===== config.mk =====
export PLATFORM = sky130hd
export DESIGN_NAME = serial_audio_rx
export DESIGN_NICKNAME = d
export VERILOG_FILES = /design/src/rtl/sai_pkg.sv /design/src/rtl/sai_bit_sampler.sv /design/src/rtl/sai_frame_tracker.sv /design/src/rtl/sai_word_shifter.sv /design/src/rtl/sai_out_hold.sv /design/src/rtl/serial_audio_rx.sv
export SDC_FILE = /design/constraint.sdc
export NUM_CORES = 1
export LEC_CHECK = 0
export BUFFER_PORTS_ARGS = -buffer_cell sky130_fd_sc_hd__buf_4
export CORE_UTILIZATION = 40
export DETAILED_ROUTE_END_ITERATION = 10
export RECOVER_POWER = 25
export SYNTH_ARGS = -nofsm -noshare
export SYNTH_HDL_FRONTEND = slang
export SYNTH_SLANG_ARGS = --single-unit

===== constraint.sdc =====
create_clock -name clk -period 4.03 [get_ports clk]
set_input_delay 0.806 -clock clk [delete_from_list [all_inputs] [get_ports clk]]
set_output_delay 0.806 -clock clk [all_outputs]
set_load 0.02 [all_outputs]

===== src/rtl/sai_pkg.sv =====
package sai_pkg;

  typedef enum logic [2:0] {
    FMT_I2S   = 3'd0,
    FMT_LEFT  = 3'd1,
    FMT_RIGHT = 3'd2,
    FMT_TDM8  = 3'd3,
    FMT_TDM16 = 3'd4
  } fmt_e;

  // data bits carried for a word-length code
  function automatic logic [5:0] word_bits(input logic [1:0] code);
    case (code)
      2'd0:    return 6'd16;
      2'd1:    return 6'd20;
      default: return 6'd24;
    endcase
  endfunction

  // bit position of the MSB inside a half-frame or slot
  function automatic logic [5:0] msb_offset(input fmt_e fmt, input logic [5:0] bits,
                                            input logic [5:0] slot_len);
    case (fmt)
      FMT_I2S:   return 6'd1;
      FMT_RIGHT: return slot_len - bits;
      default:   return 6'd0;
    endcase
  endfunction

endpackage


===== src/rtl/sai_bit_sampler.sv =====
module sai_bit_sampler #(
  parameter int SYNC_STAGES = 2
) (
  input  logic clk,
  input  logic rst,
  input  logic bclk_in,
  input  logic lr_in,
  input  logic dat_in,
  output logic tick,
  output logic lr_s,
  output logic dat_s
);
  localparam int CW = 3 * SYNC_STAGES;

  logic [CW-1:0] chain_q;
  logic          bclk_last_q;
  logic [2:0]    tail;

  generate
    if (SYNC_STAGES == 1) begin : g_single
      always_ff @(posedge clk) begin
        if (rst) chain_q <= '0;
        else     chain_q <= {bclk_in, lr_in, dat_in};
      end
    end else begin : g_multi
      always_ff @(posedge clk) begin
        if (rst) chain_q <= '0;
        else     chain_q <= {chain_q[CW-4:0], bclk_in, lr_in, dat_in};
      end
    end
  endgenerate

  assign tail = chain_q[CW-1:CW-3];

  always_ff @(posedge clk) begin
    if (rst) bclk_last_q <= 1'b0;
    else     bclk_last_q <= tail[2];
  end

  assign tick  = tail[2] & ~bclk_last_q;
  assign lr_s  = tail[1];
  assign dat_s = tail[0];

endmodule


===== src/rtl/sai_frame_tracker.sv =====
module sai_frame_tracker
  import sai_pkg::*;
#(
  parameter int SLOT_BITS   = 32,
  parameter int MAX_SLOTS   = 16,
  parameter int SMALL_SLOTS = 8,
  localparam int SLOT_W     = $clog2(SLOT_BITS),
  localparam int CHAN_W     = $clog2(MAX_SLOTS)
) (
  input  logic              clk,
  input  logic              rst,
  input  logic              tick,
  input  logic              lr,
  input  fmt_e              fmt,
  output logic              win,
  output logic [SLOT_W-1:0] slot_bit,
  output logic [CHAN_W-1:0] chan
);
  localparam int TOTAL = MAX_SLOTS * SLOT_BITS;
  localparam int POS_W = $clog2(TOTAL + 1);

  logic              prev_valid_q, lr_prev_q, active_q;
  logic [POS_W-1:0]  pos_q, cur_pos, frame_len;
  logic              fmt_ok, two_ch, is_tdm, frame_edge, in_win;

  always_comb begin
    fmt_ok    = 1'b1;
    two_ch    = 1'b1;
    frame_len = POS_W'(SLOT_BITS);
    case (fmt)
      FMT_I2S, FMT_LEFT, FMT_RIGHT: ;
      FMT_TDM8: begin
        two_ch    = 1'b0;
        frame_len = POS_W'(SMALL_SLOTS * SLOT_BITS);
      end
      FMT_TDM16: begin
        two_ch    = 1'b0;
        frame_len = POS_W'(TOTAL);
      end
      default: begin
        fmt_ok    = 1'b0;
        frame_len = '0;
      end
    endcase
  end

  assign is_tdm     = ~two_ch;
  // TDM: rising edge is a frame sync; two-channel: any level change
  assign frame_edge = tick & prev_valid_q &
                      (is_tdm ? (lr & ~lr_prev_q) : (lr ^ lr_prev_q));
  assign cur_pos    = frame_edge ? '0 : pos_q;
  assign in_win     = fmt_ok & (active_q | frame_edge) & (cur_pos < frame_len);
  assign win        = tick & in_win;
  assign slot_bit   = cur_pos[SLOT_W-1:0];

  always_comb begin
    if (two_ch)
      chan = {{(CHAN_W-1){1'b0}}, (fmt == FMT_I2S) ? lr : ~lr};
    else
      chan = cur_pos[SLOT_W+CHAN_W-1:SLOT_W];
  end

  always_ff @(posedge clk) begin
    if (rst) begin
      prev_valid_q <= 1'b0;
      lr_prev_q    <= 1'b0;
      active_q     <= 1'b0;
      pos_q        <= '0;
    end else if (tick) begin
      prev_valid_q <= 1'b1;
      lr_prev_q    <= lr;
      if (frame_edge) active_q <= 1'b1;
      if (in_win)     pos_q <= cur_pos + POS_W'(1);
      else if (frame_edge) pos_q <= '0;
    end
  end

  assert_pos_bound_R7: assert property (@(posedge clk) disable iff (rst)
    pos_q <= POS_W'(TOTAL));

  assert_idle_before_edge_R1: assert property (@(posedge clk) disable iff (rst)
    !prev_valid_q |-> !active_q);

endmodule


===== src/rtl/sai_word_shifter.sv =====
module sai_word_shifter
  import sai_pkg::*;
#(
  parameter int SLOT_BITS   = 32,
  parameter int FRAC_W      = 23,
  parameter int SAMPLE_W    = 28,
  parameter int MAX_SLOTS   = 16,
  parameter int SMALL_SLOTS = 8,
  localparam int SLOT_W     = $clog2(SLOT_BITS),
  localparam int CHAN_W     = $clog2(MAX_SLOTS),
  localparam int WORD_MAX   = FRAC_W + 1,
  localparam int OFF_W      = SLOT_W + 1
) (
  input  logic                clk,
  input  logic                rst,
  input  logic                win,
  input  logic [SLOT_W-1:0]   slot_bit,
  input  logic                dat,
  input  logic [CHAN_W-1:0]   chan_in,
  input  fmt_e                fmt,
  input  logic [1:0]          wlen,
  output logic                done_q,
  output logic [SAMPLE_W-1:0] sample_q,
  output logic [CHAN_W-1:0]   chan_q
);
  logic [OFF_W-1:0]    w_len, off, pos, shamt;
  logic                in_word, last;
  logic [WORD_MAX-1:0] sreg_q, sreg_nx, aligned;
  logic [SAMPLE_W-1:0] fmt_sample;
  logic [CHAN_W:0]     chan_lim;

  assign w_len   = OFF_W'(word_bits(wlen));
  assign off     = OFF_W'(msb_offset(fmt, word_bits(wlen), 6'(SLOT_BITS)));
  assign pos     = {1'b0, slot_bit};
  assign in_word = win & (pos >= off) & (pos < off + w_len);
  assign last    = in_word & (pos == off + w_len - OFF_W'(1));

  // shift exactly w_len bits; stale upper bits fall off when aligned
  assign sreg_nx    = {sreg_q[WORD_MAX-2:0], dat};
  assign shamt      = OFF_W'(WORD_MAX) - w_len;
  assign aligned    = sreg_nx << shamt;
  assign fmt_sample = {{(SAMPLE_W-WORD_MAX){aligned[WORD_MAX-1]}}, aligned};

  always_ff @(posedge clk) begin
    if (rst) begin
      sreg_q   <= '0;
      done_q   <= 1'b0;
      sample_q <= '0;
      chan_q   <= '0;
    end else begin
      done_q <= last;
      if (in_word) sreg_q <= sreg_nx;
      if (last) begin
        sample_q <= fmt_sample;
        chan_q   <= chan_in;
      end
    end
  end

  always_comb begin
    case (fmt)
      FMT_TDM8:  chan_lim = (CHAN_W+1)'(SMALL_SLOTS);
      FMT_TDM16: chan_lim = (CHAN_W+1)'(MAX_SLOTS);
      default:   chan_lim = (CHAN_W+1)'(2);
    endcase
  end

  assert_chan_in_range_R7: assert property (@(posedge clk) disable iff (rst)
    done_q |-> ({1'b0, chan_q} < chan_lim));

  assert_word_spacing_R5: assert property (@(posedge clk) disable iff (rst)
    done_q |=> !done_q);

endmodule


===== src/rtl/sai_out_hold.sv =====
module sai_out_hold #(
  parameter int SAMPLE_W = 28,
  parameter int CHAN_W   = 4,
  parameter int SIGN_RUN = 5
) (
  input  logic                clk,
  input  logic                rst,
  input  logic                done,
  input  logic [SAMPLE_W-1:0] sample_in,
  input  logic [CHAN_W-1:0]   chan_in,
  output logic                out_valid,
  input  logic                out_ready,
  output logic [SAMPLE_W-1:0] out_sample,
  output logic [CHAN_W-1:0]   out_chan
);
  logic free;
  assign free = ~out_valid | out_ready;

  always_ff @(posedge clk) begin
    if (rst) begin
      out_valid  <= 1'b0;
      out_sample <= '0;
      out_chan   <= '0;
    end else if (free) begin
      out_valid <= done;
      if (done) begin
        out_sample <= sample_in;
        out_chan   <= chan_in;
      end
    end
  end

  assert_hold_stable_R9: assert property (@(posedge clk) disable iff (rst)
    (out_valid && !out_ready) |=> (out_valid && $stable(out_sample) && $stable(out_chan)));

  assert_sign_ext_R6: assert property (@(posedge clk) disable iff (rst)
    out_valid |-> ($countones(out_sample[SAMPLE_W-1:SAMPLE_W-SIGN_RUN]) == 0 ||
                   $countones(out_sample[SAMPLE_W-1:SAMPLE_W-SIGN_RUN]) == SIGN_RUN));

  assert_reset_idle_R1: assert property (@(posedge clk)
    rst |=> !out_valid);

endmodule


===== src/rtl/serial_audio_rx.sv =====
module serial_audio_rx
  import sai_pkg::*;
#(
  parameter int SYNC_STAGES = 2,
  parameter int SLOT_BITS   = 32,
  parameter int MAX_SLOTS   = 16,
  parameter int SMALL_SLOTS = 8,
  parameter int FRAC_W      = 23,
  parameter int SAMPLE_W    = 28,
  localparam int CHAN_W     = $clog2(MAX_SLOTS),
  localparam int SLOT_W     = $clog2(SLOT_BITS)
) (
  input  logic                clk,
  input  logic                rst,
  input  logic [2:0]          fmt_sel,
  input  logic [1:0]          wlen_sel,
  input  logic                bit_clk,
  input  logic                frame_clk,
  input  logic                ser_data,
  output logic                out_valid,
  input  logic                out_ready,
  output logic [SAMPLE_W-1:0] out_sample,
  output logic [CHAN_W-1:0]   out_chan
);
  fmt_e                fmt;
  logic                tick, lr_s, dat_s, win, done;
  logic [SLOT_W-1:0]   slot_bit;
  logic [CHAN_W-1:0]   trk_chan, word_chan;
  logic [SAMPLE_W-1:0] word_sample;

  assign fmt = fmt_e'(fmt_sel);

  sai_bit_sampler #(.SYNC_STAGES(SYNC_STAGES)) u_sampler (
    .clk(clk), .rst(rst), .bclk_in(bit_clk), .lr_in(frame_clk), .dat_in(ser_data),
    .tick(tick), .lr_s(lr_s), .dat_s(dat_s)
  );

  sai_frame_tracker #(
    .SLOT_BITS(SLOT_BITS), .MAX_SLOTS(MAX_SLOTS), .SMALL_SLOTS(SMALL_SLOTS)
  ) u_tracker (
    .clk(clk), .rst(rst), .tick(tick), .lr(lr_s), .fmt(fmt),
    .win(win), .slot_bit(slot_bit), .chan(trk_chan)
  );

  sai_word_shifter #(
    .SLOT_BITS(SLOT_BITS), .FRAC_W(FRAC_W), .SAMPLE_W(SAMPLE_W),
    .MAX_SLOTS(MAX_SLOTS), .SMALL_SLOTS(SMALL_SLOTS)
  ) u_shifter (
    .clk(clk), .rst(rst), .win(win), .slot_bit(slot_bit), .dat(dat_s),
    .chan_in(trk_chan), .fmt(fmt), .wlen(wlen_sel),
    .done_q(done), .sample_q(word_sample), .chan_q(word_chan)
  );

  sai_out_hold #(
    .SAMPLE_W(SAMPLE_W), .CHAN_W(CHAN_W), .SIGN_RUN(SAMPLE_W - FRAC_W)
  ) u_hold (
    .clk(clk), .rst(rst), .done(done), .sample_in(word_sample), .chan_in(word_chan),
    .out_valid(out_valid), .out_ready(out_ready),
    .out_sample(out_sample), .out_chan(out_chan)
  );

endmodule


## Yosys cells after proc, flatten, opt, wreduce, memory -nomap -nowiden

Index checks and enable logic that the tools add are counted.

- Input bits: 11
- Word-level logic and storage cells: 61
- Output and inout bits: 33
- Flip-flop bits (word level): 101

- Shift operators: 1
- Bitwise logic cells: 17
- $add $sub $neg: 5
- Eq/ne operators: 6
- $lt $le $gt $ge: 3
- Muxes and demuxes: 9
- Reductions and logical operators: 7

Operator list:

| operator | count |
|---|---|
| 10-bit one-hot mux with 3 select lines | 1 |
| 24-bit by 6-bit left shift with 24-bit output | 1 |
| 10-bit 2-to-1 mux | 2 |
| 6-bit one-hot mux with 2 select lines | 1 |
| 10-bit by 1-bit adder with 10-bit output (second input constant) | 1 |
| 1-bit bitwise AND | 10 |
| 10-bit less-than comparator | 1 |
| 4-bit one-hot mux with 2 select lines | 1 |
| 6-bit by 5-bit adder with 6-bit output | 1 |
| 3-bit by 2-bit == test with 1-bit output (second input constant) | 2 |
| 5-bit by 6-bit == test with 1-bit output | 1 |
| 5-bit by 6-bit >= comparator with 1-bit output | 1 |
| 5-bit by 6-bit less-than comparator with 1-bit output | 1 |
| 5-bit by 5-bit subtractor with 6-bit output (first input constant) | 1 |
| 6-bit by 1-bit subtractor with 6-bit output (second input constant) | 1 |
| 6-bit by 5-bit subtractor with 6-bit output (first input constant) | 1 |
| 5-bit OR reduction | 1 |
| 4-bit 2-to-1 mux | 1 |
| 1-bit NOT | 4 |
| 2-bit AND reduction | 2 |
| 3-bit by 1-bit == test with 1-bit output (second input constant) | 1 |
| 3-bit == test (second input constant) | 1 |
| 3-bit logical NOT | 1 |
| 1-bit 2-to-1 mux | 3 |
| other kinds (6) | 7 |

## Longest topological paths before layout

- Depth after elaboration: 11
- Gate-level depth with buffers: 18
- Gate-level depth less buffers: 15

## Hierarchy

From an unflattened synthesis, not the netlist that was laid out.

- Cell total of the unflattened synthesis: 595
- Area total of the unflattened synthesis: 5293.8 um^2

Modules (own cells, without submodules):

| module | area each (um^2) | cells each | times used | sequential area each (um^2) |
|---|---|---|---|---|
| sai_word_shifter | 2648.8 | 315 | 1 | 1041.0 |
| sai_out_hold | 1485.2 | 143 | 1 | 660.6 |
| sai_frame_tracker | 969.7 | 122 | 1 | 260.2 |
| sai_bit_sampler | 190.2 | 15 | 1 | 140.1 |

## Worst setup path after synthesis

OpenSTA, ideal clock, no wires.

- Path type: in2reg
- Start: input port fmt_sel[1]
- End: register, netlist name u_shifter.sample_q[23]
- Cell stages on the path: 16
- Arrival: 4037 ps
- Slack: -129 ps
- Path buffers: 5
- Library setup time: 121 ps
- Required time: 3909 ps
- Path through: buf_2 and3b_1 or3_4 a21o_1 clkbuf_1 and2_1 buf_2 ha_1 a21oi_1 o21ai_0 a21oi_1 o2111ai_4 a311o_1 buf_6 buf_6 mux2_4

- Word-level cells in the longest chain between the ends: 11
- Elaborated cells on any way between the ends: 27
- Those cells by class: add/sub (2); order compare (3); eq/ne (5); mux (5); bitwise (8); reduce/logical (4)

RTL lines:

| what | RTL line | text |
|---|---|---|
| from (decl) | serial_audio_rx.sv:15 | `input logic [2:0] fmt_sel,` |
| branches (longest 10 deep; another with 6-bit by 5-bit adder with 6-bit output) | -- |  |
| 1-bit bitwise AND (*) | sai_word_shifter.sv:36 | `assign last = in_word & (pos == off + w_len - OFF_W'(1));` |

Every way passes the cells marked *.
A chain may end at the register's enable or synchronous reset.

## Worst setup path in the final report

- Start: input port fmt_sel[2]
- End: register, netlist name u_shifter.sample_q[23]

- Word-level cells in the longest chain between the ends: 11
- Elaborated cells on any way between the ends: 27
- Those cells by class: add/sub (2); order compare (3); eq/ne (5); mux (5); bitwise (8); reduce/logical (4)

RTL lines:

| what | RTL line |
|---|---|
| branches (longest 10 deep; another with 6-bit by 5-bit adder with 6-bit output) | -- |
| 1-bit bitwise AND (*) | sai_word_shifter.sv:36 |

Marks and branches as above.

==> results.cfg <==
[timing]
hold_violations = 0
rsz0062_at_grt = no
drv_slew = 52
period_needed_ps = 3710
skew_ps = 7.37
fmax_ghz = 0.270
slew_headroom_pct = -41.3
period_share_pct = 92.0
tns_ps = 0
setup_violations = 0
worst_pin_slew_ps = 2120

[global_route]
grt_usage_pct = 16.4
overflow = 0
grt_pass1_wl_um = 17100
grt_max_degree = 52
antenna_found_initial = 0
grt_pass1_vias = 3509

[synth]
synth-seq-cells = 101
synthFlopType = dfxtp_1
synth-async-reset-ratio_pct = 0
synth_nets = 615
syn-cell-area_um2 = 4950
synth_edf_count = 0
synth.distinct_cells = 51
seq_area_frac_synth_pct = 40.8
avgSynthCellArea_um2 = 8.36
synthCells = 592
yosysWarnings = 0

[routing]
vias = 3907
final_antenna_net_count = 0
drc = 0
wl_per_cell_um = 12.9
first_pass_iters = 4
vias_per_cell = 4.93
drt-initial-drc-count = 307
finalWirelength_um = 10200

[cts]
cts_htree_levels = 3
ctsResizeCount = 0
path_clk_slew_ps = 60
cts_tree = yes
cts-root-buf = clkbuf_16
postCtsHoldBufs = 0
clk_latency_ps = 340
cts.path.max_buffers = 2
cts_sinks = 101
cts_buffers = 9
cts_setup_buffers = 0

[layout]
mostFrequentLayoutCells = dfxtp_1 (101), nor2_1 (87), nand2_1 (86)
num-fill-cells = 1202
layout.cells.non_filler = 792
final_common_cell = dfxtp_1
n_antenna_cell = 0
syn2layout_area_growth_pct = 12.9
drive_gt1_share_pct = 12.0
fin_nets = 642

[floorplan]
dieHeight_um = 113
io_pins = 44
dieArea_um2 = 12800
fp.dieW_um = 113
start_util_pct = 41.0
coreArea_um2 = 12100
row_count = 40

[power_and_ir_drop]
p_leak_nw = 2.34
p_per_area_nw_per_um2 = 338
peakVddDrop_v = 0.000176
power_w = 0.00189

[critical_path]
cp-start-kind = primary input
worstSetupPathType = in -> reg
end_kind = flop
critPathArrivalTime_ps = 3940
cp_max_fo = 15
worst-endpoint-required_ps = 4260
r2r_cells = 13

[placement]
hpwl_um = 7190
io_buffers = 43
routabilityCongestion = 0.854
placedCellCount = 776

[status]
violations = max-capacitance violations, max-slew violations
status = finished, violations left

[min_path]
min_path_cells = 1
min_path_type = reg -> reg

[run]
cap_violations = 1
path summary, 6_finish.rpt:
kind                              from                endpoint  slack (ps)
setup / recovery            fmt_sel[2]  u_shifter.sample_q[23]         320
hold / removal    u_sampler.chain_q[1]    u_sampler.chain_q[4]         430
hold reg to reg   u_sampler.chain_q[1]    u_sampler.chain_q[4]         430
setup reg to reg  u_sampler.chain_q[4]  u_shifter.sample_q[23]         470
power breakdown:
group | internal, W | switching, W | leakage (nW)
Clock | 0.000420 | 0.000365 | 0.130
Sequential | 0.00100 | 0.00000255 | 0.815
Combinational | 0.0000356 | 0.0000662 | 1.39
Total | 0.00146 | 0.000434 | 2.34
cell families after synthesis:
logic type / Yosys count / synth area share, %
AND/OR/NAND/NOR: 250 / 23.3
flip-flops: 101 / 40.8
AO/OA/AOI/OAI: 97 / 11.9
multiplexers: 67 / 14.1
buffers and inverters: 55 / 5.08
adder cells (fa/ha/maj): 12 / 3.03
XOR/XNOR: 10 / 1.77
flip-flops by register name, indices dropped and copies added (netlist names), 4 cells and up:
register            count
u_hold.out_chan         4
u_tracker.pos_q        10
u_shifter.chan_q        4
u_shifter.sreg_q       23
u_sampler.chain_q       6
u_shifter.sample_q     24
u_hold.out_sample      24
synthesized netlist by cell type (4+ instances only):
cell type,count,area (um2)
dfxtp_1,101,2020
nor2_1,87,327
nand2_1,86,323
a21oi_1,63,315
mux2i_1,47,470
nor2b_1,32,200
clkbuf_1,21,78.8
mux2_2,19,214
inv_1,13,48.8
ha_1,12,150
and2_1,9,56.3
nand3_1,9,45.0
o21ai_0,8,40.0
buf_1,7,26.3
xor2_1,7,61.3
buf_2,6,30.0
buf_4,6,45.0
and3_1,4,25.0
nand2b_1,4,25.0
nand4_1,4,25.0
metrics by stage:
stage	utilization, %	area (um2)	worst slack (ps)	hold slack (ps)
floorplan	-	4990	1.35	414
global placement	44.9	5410	22.5	423
detailed placement	44.9	5410	-38.9	433
CTS	47.1	5680	317	435
global route	46.3	5590	82.1	459
finish	46.3	5590	322	432
cell type report:
| class | instances | area (um2) | share of cell area (%) |
|---|---|---|---|
| Timing Repair Buffer | 58 | 342 | 6.11 |
| Tap cell | 168 | 210 | 3.76 |
| Clock buffer | 11 | 233 | 4.16 |
| Multi-Input combinational cell | 436 | 2700 | 48.3 |
| Sequential cell | 101 | 2020 | 36.2 |
| Inverter | 13 | 48.8 | 0.873 |
| Clock inverter | 5 | 35.0 | 0.627 |
critical path, cell delays in order:
cell       delay, ps
buf_4            150
nor3b_1          140
buf_4            140
or3_4            380
a21o_1           270
nand2_1          150
inv_1             80
ha_1             330
a21oi_1          140
o21ai_1           90
a21oi_2          180
o2111ai_4        140
a311o_1          390
buf_4            230
mux2_4           310
routing by layer:
layer | vias up | global-route usage [%] | wire (um)
met3 | 8 | 2.36 | 296
met5 | - | 0 | 0
met4 | 0 | 6.14 | 116
met1 | 1804 | 23.1 | 5260
li1 | 2037 | - | -
met2 | 58 | 25.6 | 4530
No activity file was read; power rests on OpenSTA's default activity.
